**config.mk**
```make
export PLATFORM = sky130hd
export DESIGN_NAME = int_divider
export DESIGN_NICKNAME = d
export VERILOG_FILES = /design/src/rtl/intdiv_pkg.sv /design/src/rtl/intdiv_ctrl.sv /design/src/rtl/intdiv_dp.sv /design/src/rtl/int_divider.sv
export SDC_FILE = /design/constraint.sdc
export NUM_CORES = 1
export LEC_CHECK = 0
export BUFFER_PORTS_ARGS = -buffer_cell sky130_fd_sc_hd__buf_2
export CELL_PAD_IN_SITES_DETAIL_PLACEMENT = 0
export CELL_PAD_IN_SITES_GLOBAL_PLACEMENT = 1
export CORE_ASPECT_RATIO = 1.1
export CORE_MARGIN = 1
export CORE_UTILIZATION = 47
export DETAILED_ROUTE_END_ITERATION = 10
export PLACE_DENSITY = 0.86
export REMOVE_ABC_BUFFERS = 1
export SYNTH_ARGS = -nofsm -noshare
export SYNTH_HDL_FRONTEND = slang
export SYNTH_SLANG_ARGS = --single-unit
```
**constraint.sdc**
```tcl
create_clock -name clk -period 10.1 [get_ports clk]
set_clock_uncertainty 0.2 [all_clocks]
set_input_delay 0.505 -clock clk [delete_from_list [all_inputs] [get_ports clk]]
set_output_delay 0.505 -clock clk [all_outputs]
set_load 0.02 [all_outputs]
```
**src/rtl/intdiv_pkg.sv**
```systemverilog
package intdiv_pkg;
  typedef struct packed {
    logic load;
    logic step;
    logic flagLoad;
    logic wrRem;
    logic wrQuo;
  } divStrobe_t;

  typedef enum logic [2:0] {
    S_IDLE, S_CALC, S_FIN, S_WRR, S_WRQ, S_DONE, S_TRAP
  } divState_e;
endpackage

```
**src/rtl/intdiv_ctrl.sv**
```systemverilog
module intdiv_ctrl
  import intdiv_pkg::*;
#(
  parameter int DW = 32
) (
  input  logic       clk,
  input  logic       rstN,
  input  logic       start,
  input  logic [1:0] opSize,
  input  logic       divZero,
  input  logic       ovfDet,
  output divStrobe_t strb,
  output logic       busy,
  output logic       done,
  output logic       trap
);
  localparam int DW2   = 2 * DW;
  localparam int CNT_W = $clog2(DW2);

  divState_e state;
  logic [CNT_W-1:0] stepCnt;
  logic isQuad, isWord;
  logic [CNT_W-1:0] lastStep;

  assign lastStep = isQuad ? CNT_W'(DW2 - 1) : CNT_W'(DW - 1);

  always_ff @(posedge clk) begin
    if (!rstN) begin
      state   <= S_IDLE;
      stepCnt <= '0;
      isQuad  <= 1'b0;
      isWord  <= 1'b0;
    end else begin
      case (state)
        S_IDLE: if (start) begin
          isQuad  <= opSize[1];
          isWord  <= (opSize == 2'b00);
          stepCnt <= '0;
          state   <= divZero ? S_TRAP : S_CALC;
        end
        S_CALC: begin
          stepCnt <= stepCnt + 1'b1;
          if (stepCnt == lastStep) state <= S_FIN;
        end
        S_FIN: begin
          if (ovfDet)      state <= S_DONE;
          else if (isWord) state <= S_WRQ;
          else             state <= S_WRR;
        end
        S_WRR:   state <= S_WRQ;
        S_WRQ:   state <= S_DONE;
        default: state <= S_IDLE;
      endcase
    end
  end

  always_comb begin
    strb          = '0;
    strb.load     = (state == S_IDLE) && start && !divZero;
    strb.step     = (state == S_CALC);
    strb.flagLoad = (state == S_FIN);
    strb.wrRem    = (state == S_WRR);
    strb.wrQuo    = (state == S_WRQ);
  end

  assign busy = (state != S_IDLE);
  assign done = (state == S_DONE) || (state == S_TRAP);
  assign trap = (state == S_TRAP);
endmodule

```
**src/rtl/intdiv_dp.sv**
```systemverilog
module intdiv_dp
  import intdiv_pkg::*;
#(
  parameter int DW    = 32,
  parameter int IDX_W = 3
) (
  input  logic             clk,
  input  logic             rstN,
  input  divStrobe_t       strb,
  input  logic [1:0]       opSize,
  input  logic             opSigned,
  input  logic [DW-1:0]    dividendHi,
  input  logic [DW-1:0]    dividendLo,
  input  logic [DW-1:0]    divisor,
  input  logic [IDX_W-1:0] quoIdx,
  input  logic [IDX_W-1:0] remIdx,
  output logic             divZero,
  output logic             ovfDet,
  output logic             wbValid,
  output logic [IDX_W-1:0] wbIdx,
  output logic [DW-1:0]    wbData,
  output logic             flagN,
  output logic             flagZ,
  output logic             flagV,
  output logic             flagC
);
  localparam int DW2 = 2 * DW;
  localparam int HW  = DW / 2;

  logic inWord, inQuad;
  logic [DW-1:0]  dvsEff, dvsAbs, dvdLoAbs;
  logic [DW2-1:0] dvdQuadAbs;
  logic inDvdNeg, inDvsNeg;

  assign inWord   = (opSize == 2'b00);
  assign inQuad   = opSize[1];
  assign dvsEff   = inWord ? {{HW{opSigned & divisor[HW-1]}}, divisor[HW-1:0]} : divisor;
  assign divZero  = (dvsEff == '0);
  assign inDvsNeg = opSigned & dvsEff[DW-1];
  assign inDvdNeg = opSigned & (inQuad ? dividendHi[DW-1] : dividendLo[DW-1]);
  assign dvsAbs   = inDvsNeg ? -dvsEff : dvsEff;
  assign dvdLoAbs = inDvdNeg ? -dividendLo : dividendLo;
  assign dvdQuadAbs = inDvdNeg ? -{dividendHi, dividendLo} : {dividendHi, dividendLo};

  logic sgnR, wordR, dvdNegR, dvsNegR;
  logic [DW-1:0]    dvsMag, remMag;
  logic [DW2-1:0]   numQ;
  logic [IDX_W-1:0] qIdxR, rIdxR;
  logic [DW:0]      trial;

  assign trial = {remMag, numQ[DW2-1]} - {1'b0, dvsMag};

  always_ff @(posedge clk) begin
    if (!rstN) begin
      sgnR <= 1'b0; wordR <= 1'b0; dvdNegR <= 1'b0; dvsNegR <= 1'b0;
      dvsMag <= '0; remMag <= '0; numQ <= '0; qIdxR <= '0; rIdxR <= '0;
    end else if (strb.load) begin
      sgnR    <= opSigned;
      wordR   <= inWord;
      dvdNegR <= inDvdNeg;
      dvsNegR <= inDvsNeg;
      dvsMag  <= dvsAbs;
      remMag  <= '0;
      numQ    <= inQuad ? dvdQuadAbs : {dvdLoAbs, {DW{1'b0}}};
      qIdxR   <= quoIdx;
      rIdxR   <= remIdx;
    end else if (strb.step) begin
      if (!trial[DW]) remMag <= trial[DW-1:0];
      else            remMag <= {remMag[DW-2:0], numQ[DW2-1]};
      numQ <= {numQ[DW2-2:0], ~trial[DW]};
    end
  end

  logic [DW2-1:0] quoSgn;
  logic [DW-1:0]  remSgn;
  logic resN, resZ;

  assign quoSgn = (dvdNegR ^ dvsNegR) ? -numQ : numQ;
  assign remSgn = dvdNegR ? -remMag : remMag;

  always_comb begin
    if (wordR)
      ovfDet = sgnR ? (quoSgn != {{(DW2-HW){quoSgn[HW-1]}}, quoSgn[HW-1:0]})
                    : (|quoSgn[DW2-1:HW]);
    else
      ovfDet = sgnR ? (quoSgn != {{DW{quoSgn[DW-1]}}, quoSgn[DW-1:0]})
                    : (|quoSgn[DW2-1:DW]);
  end

  assign resN = wordR ? quoSgn[HW-1] : quoSgn[DW-1];
  assign resZ = wordR ? (quoSgn[HW-1:0] == '0) : (quoSgn[DW-1:0] == '0);

  always_ff @(posedge clk) begin
    if (!rstN) begin
      flagN <= 1'b0; flagZ <= 1'b0; flagV <= 1'b0; flagC <= 1'b0;
    end else if (strb.flagLoad) begin
      flagC <= 1'b0;
      if (ovfDet) begin
        flagV <= 1'b1;
        flagZ <= 1'b0;
      end else begin
        flagV <= 1'b0;
        flagN <= resN;
        flagZ <= resZ;
      end
    end
  end

  assign wbValid = strb.wrRem | strb.wrQuo;
  assign wbIdx   = strb.wrRem ? rIdxR : qIdxR;
  always_comb begin
    if (strb.wrRem)  wbData = remSgn;
    else if (wordR)  wbData = {remSgn[HW-1:0], quoSgn[HW-1:0]};
    else             wbData = quoSgn[DW-1:0];
  end
endmodule

```
**src/rtl/int_divider.sv**
```systemverilog
module int_divider
  import intdiv_pkg::*;
#(
  parameter int DW    = 32,
  parameter int IDX_W = 3
) (
  input  logic             clk,
  input  logic             rstN,
  input  logic             start,
  input  logic [1:0]       opSize,
  input  logic             opSigned,
  input  logic [DW-1:0]    dividendHi,
  input  logic [DW-1:0]    dividendLo,
  input  logic [DW-1:0]    divisor,
  input  logic [IDX_W-1:0] quoIdx,
  input  logic [IDX_W-1:0] remIdx,
  output logic             busy,
  output logic             done,
  output logic             divZeroTrap,
  output logic             wbValid,
  output logic [IDX_W-1:0] wbIdx,
  output logic [DW-1:0]    wbData,
  output logic             flagN,
  output logic             flagZ,
  output logic             flagV,
  output logic             flagC
);
  divStrobe_t strb;
  logic divZero, ovfDet;

  intdiv_ctrl #(.DW(DW)) u_ctrl (
    .clk(clk), .rstN(rstN), .start(start), .opSize(opSize),
    .divZero(divZero), .ovfDet(ovfDet), .strb(strb),
    .busy(busy), .done(done), .trap(divZeroTrap)
  );

  intdiv_dp #(.DW(DW), .IDX_W(IDX_W)) u_dp (
    .clk(clk), .rstN(rstN), .strb(strb), .opSize(opSize), .opSigned(opSigned),
    .dividendHi(dividendHi), .dividendLo(dividendLo), .divisor(divisor),
    .quoIdx(quoIdx), .remIdx(remIdx), .divZero(divZero), .ovfDet(ovfDet),
    .wbValid(wbValid), .wbIdx(wbIdx), .wbData(wbData),
    .flagN(flagN), .flagZ(flagZ), .flagV(flagV), .flagC(flagC)
  );
endmodule

```
==> qor.yml <==
status:
  outcome: "finished clean"
flow_run:
  maxCapViolations: 0
timing:
  relSlewSlack_pct: 23.8
  hold_viol_final: 0
  worstMarginPinSlew_ns: 1.13
  finalSetupViolations: 0
  fin_crit_ns: 5.27
  setup_tns_ns: 0
  slew_viol_final: 0
  clock.fmax_ghz: 0.190
  rsz0062_at_grt: "false"
  fin_crit_sh_pct: 52.2
synth:
  yosys.area_share.simple_pct: 26.6
  syn_inst: 2090
  synth_top_family_by_area: "simple AND/OR/NAND/NOR gates"
  synth_edf_count: 0
  synthAdderAreaFrac_pct: 3.40
  synth_compound_area_share_pct: 25.7
  ys_top_cells_by_area: "dfxtp_1 (21%), nand2_1 (6.2%), a21oi_1 (6.2%)"
  ys_seq_area_share_pct: 20.9
  synth-seq-cells: 152
  ys_types: 82
  synthFlopType: "dfxtp_1"
  ys_warn_count: 0
  yosysTopAreaCell: "dfxtp_1"
  synth_top_area_share_pct: 20.9
  syn_avg_cell_area_um2: 6.97
  synthMuxAreaShare_pct: 5.44
  synthXorXnorAreaFrac_pct: 12.0
  synthesis.area_mm2: 0.0146
  synthArstFlopShare_pct: 0
worst_setup_path:
  startpoint_type: "flip-flop"
  r2r_start: "u_dp.numQ[0]"
  crit_path_end_kind: "output port"
  r2r-end: "u_ctrl.state[0]"
  r2r_cells: 12
  worstPathArrival_ns: 4.57
  cp_data_required_time_ns: 9.40
  cp_max_fo: 8
  reg2reg_slack_ns: 5.03
  critPathKind: "flip-flop to output port"
floorplan:
  fp.dieH_um: 187
  die_area_mm2: 0.0317
  pin_count: 151
  start_util_pct: 47.7
  die_w_um: 170
  core_mm2: 0.0305
  num_rows: 67
clock_network:
  clock-sinks: 152
  cts_resized: 0
  cts_hold_buf: 0
  cts_setup_buffers: 0
  cts_buffer_depth: 2
  path_clk_slew_ns: 0.07
  cts_root_buf: "clkbuf_16"
  htreeDepth: 4
  clock_latency_ns: 0.45
  cts_tree: "built"
  numCtsBuffers: 17
final_layout:
  final_cell_mix: "nand2_1 (241), nor2_1 (211), a21oi_1 (179), dfxtp_1 (152), buf_2 (149)"
  area_delta_synth_final_pct: 9.94
  finalNonFillerCells: 2553
  final_common_cell: "nand2_1"
  fin_nets: 2272
  drive_gt1_share_pct: 10.6
placed_design:
  dp_hpwl_mm: 38.0
  dp.cells: 2520
  gp_congestion: 0.946
  port_buffers: 149
grt:
  grt_start_max_net_pins: 86
  gr-total-overflow: 0
  antenna_found_initial: 1
  track_usage_pct: 31.7
  grt_pass1_wl_mm: 79.8
  grt_pass1_vias: 14420
power:
  comb_power_share_pct: 66.6
  p_sw_share_pct: 53.5
  p_int_uw: 2350
  clkPwrFrac_pct: 13.2
  power.density_mw_per_mm2: 316
  p_seq_share_pct: 20.2
  p_sw_uw: 2710
  vdd_drop_max_uv: 187
  p_leak_uw: 0.00628
hold_path:
  hold_path.class: "input pin to flip-flop"
  hold_depth: 3
  min_from: "remIdx[0]"
  min_to: "u_dp.rIdxR[0]"
detailed_routing:
  viasPerCell: 6.19
  drt_iter0_drc: 1266
  dr_total_vias: 15800
  post_drt_wl_per_cell_um: 19.8
  dr.pass1.iters: 6
  ant_nets: 0
  drcViolationCount: 0
  wirelength_mm: 50.7
==> critical path: stages, from the launching register on <==
cell      delay, ns
dfxtp_1        0.40
nor4_1         0.46
nand2b_1       0.14
or3_1          0.37
or4_1          0.48
or4_1          0.45
or4_1          0.48
or3_1          0.40
o31ai_1        0.28
xor2_1         0.10
o21ai_0        0.31
buf_2          0.24
==> cell type report <==
cell class,instances,area [um^2]
timing repair buffer,169,896
sequential,152,3040
tap,414,518
fill,3143,14500
clock buffer,20,447
antenna,1,2.50
inverter,72,270
clock inverter,12,140
multi-input combinational,1713,10700
==> state kept, by name, summed over array words and instances, names as in the netlist, 3 cells and up <==
| name | count |
|---|---|
| u_dp.remMag | 32 |
| u_ctrl.stepCnt | 6 |
| u_dp.numQ | 64 |
| u_dp.dvsMag | 32 |
| u_dp.qIdxR | 3 |
| u_ctrl.state | 3 |
| u_dp.rIdxR | 3 |
==> how the worst max path moves through the flow <==
stage | slack [ns] | to | depth (start not counted) | start
after CTS | 4.84 | wbData[29] | 11 | u_dp.remMag[2]
after detailed placement | 5.08 | u_ctrl.state[0] | 10 | u_dp.numQ[21]
after floorplan | 4.17 | u_dp.remMag[31] | 14 | u_dp.numQ[63]
final | 4.83 | wbData[29] | 11 | u_dp.remMag[6]
after global routing | 4.65 | wbData[29] | 11 | u_dp.remMag[6]
after global placement | 5.13 | u_ctrl.state[0] | 10 | u_dp.numQ[21]
==> power groups by stage <==
stage / Sequential, uW / Combinational, uW / Clock (uW)
5_1_grt: 1040 / 3680 / 705
6_report: 1020 / 3370 / 669
3_5_place_dp: 1020 / 3290 / 0
3_3_place_gp: 1020 / 3270 / 0
4_1_cts: 1010 / 3320 / 673
2_1_floorplan: 927 / 2480 / 0
==> Yosys cell counts (all sizes together) (29+ instances only) <==
| cell type | instances |
|---|---|
| o31ai | 39 |
| a21oi | 179 |
| a211oi | 31 |
| mux2i | 78 |
| inv | 72 |
| xnor2 | 99 |
| a31oi | 35 |
| xor2 | 100 |
| nand3 | 55 |
| nor4 | 40 |
| o22ai | 29 |
| nor2 | 213 |
| dfxtp | 152 |
| nor3 | 74 |
| or3 | 29 |
| clkbuf | 138 |
| o21ai | 123 |
| nand2 | 243 |
| ha | 38 |
==> logic make-up after synthesis <==
| group | count (synthesis) |
|---|---|
| adders and majority gates | 39 |
| AOI/OAI and AO/OA | 588 |
| DFF | 152 |
| and+or+nand+nor | 807 |
| muxes | 79 |
| xor gates and xnor gates | 199 |
| buffers and inverters | 225 |
| other | 1 |
==> per-stage QoR <==
step           power, uW  hold WS (ns)  worst slack, ns  utilization, %  cell area [um^2]
2_1_floorplan       3410         0.232             4.17               -             14000
3_3_place_gp        4290         0.240             5.13            50.5             15400
3_5_place_dp        4320         0.248             5.08            50.5             15400
4_1_cts             5000        0.0958             4.84            52.5             16000
5_1_grt             5420         0.102             4.65            52.5             16000
6_report            5060        0.0978             4.83            52.5             16000
==> layer usage <==
layer	vias up	track usage, %	part of all wire (%)
li1	7652	-	-
met5	-	0	0
met2	650	53.1	48
met3	101	3.14	5.6
met4	0	14.3	4.2
met1	7397	40.8	42
Power figures use the tool's default switching activity.
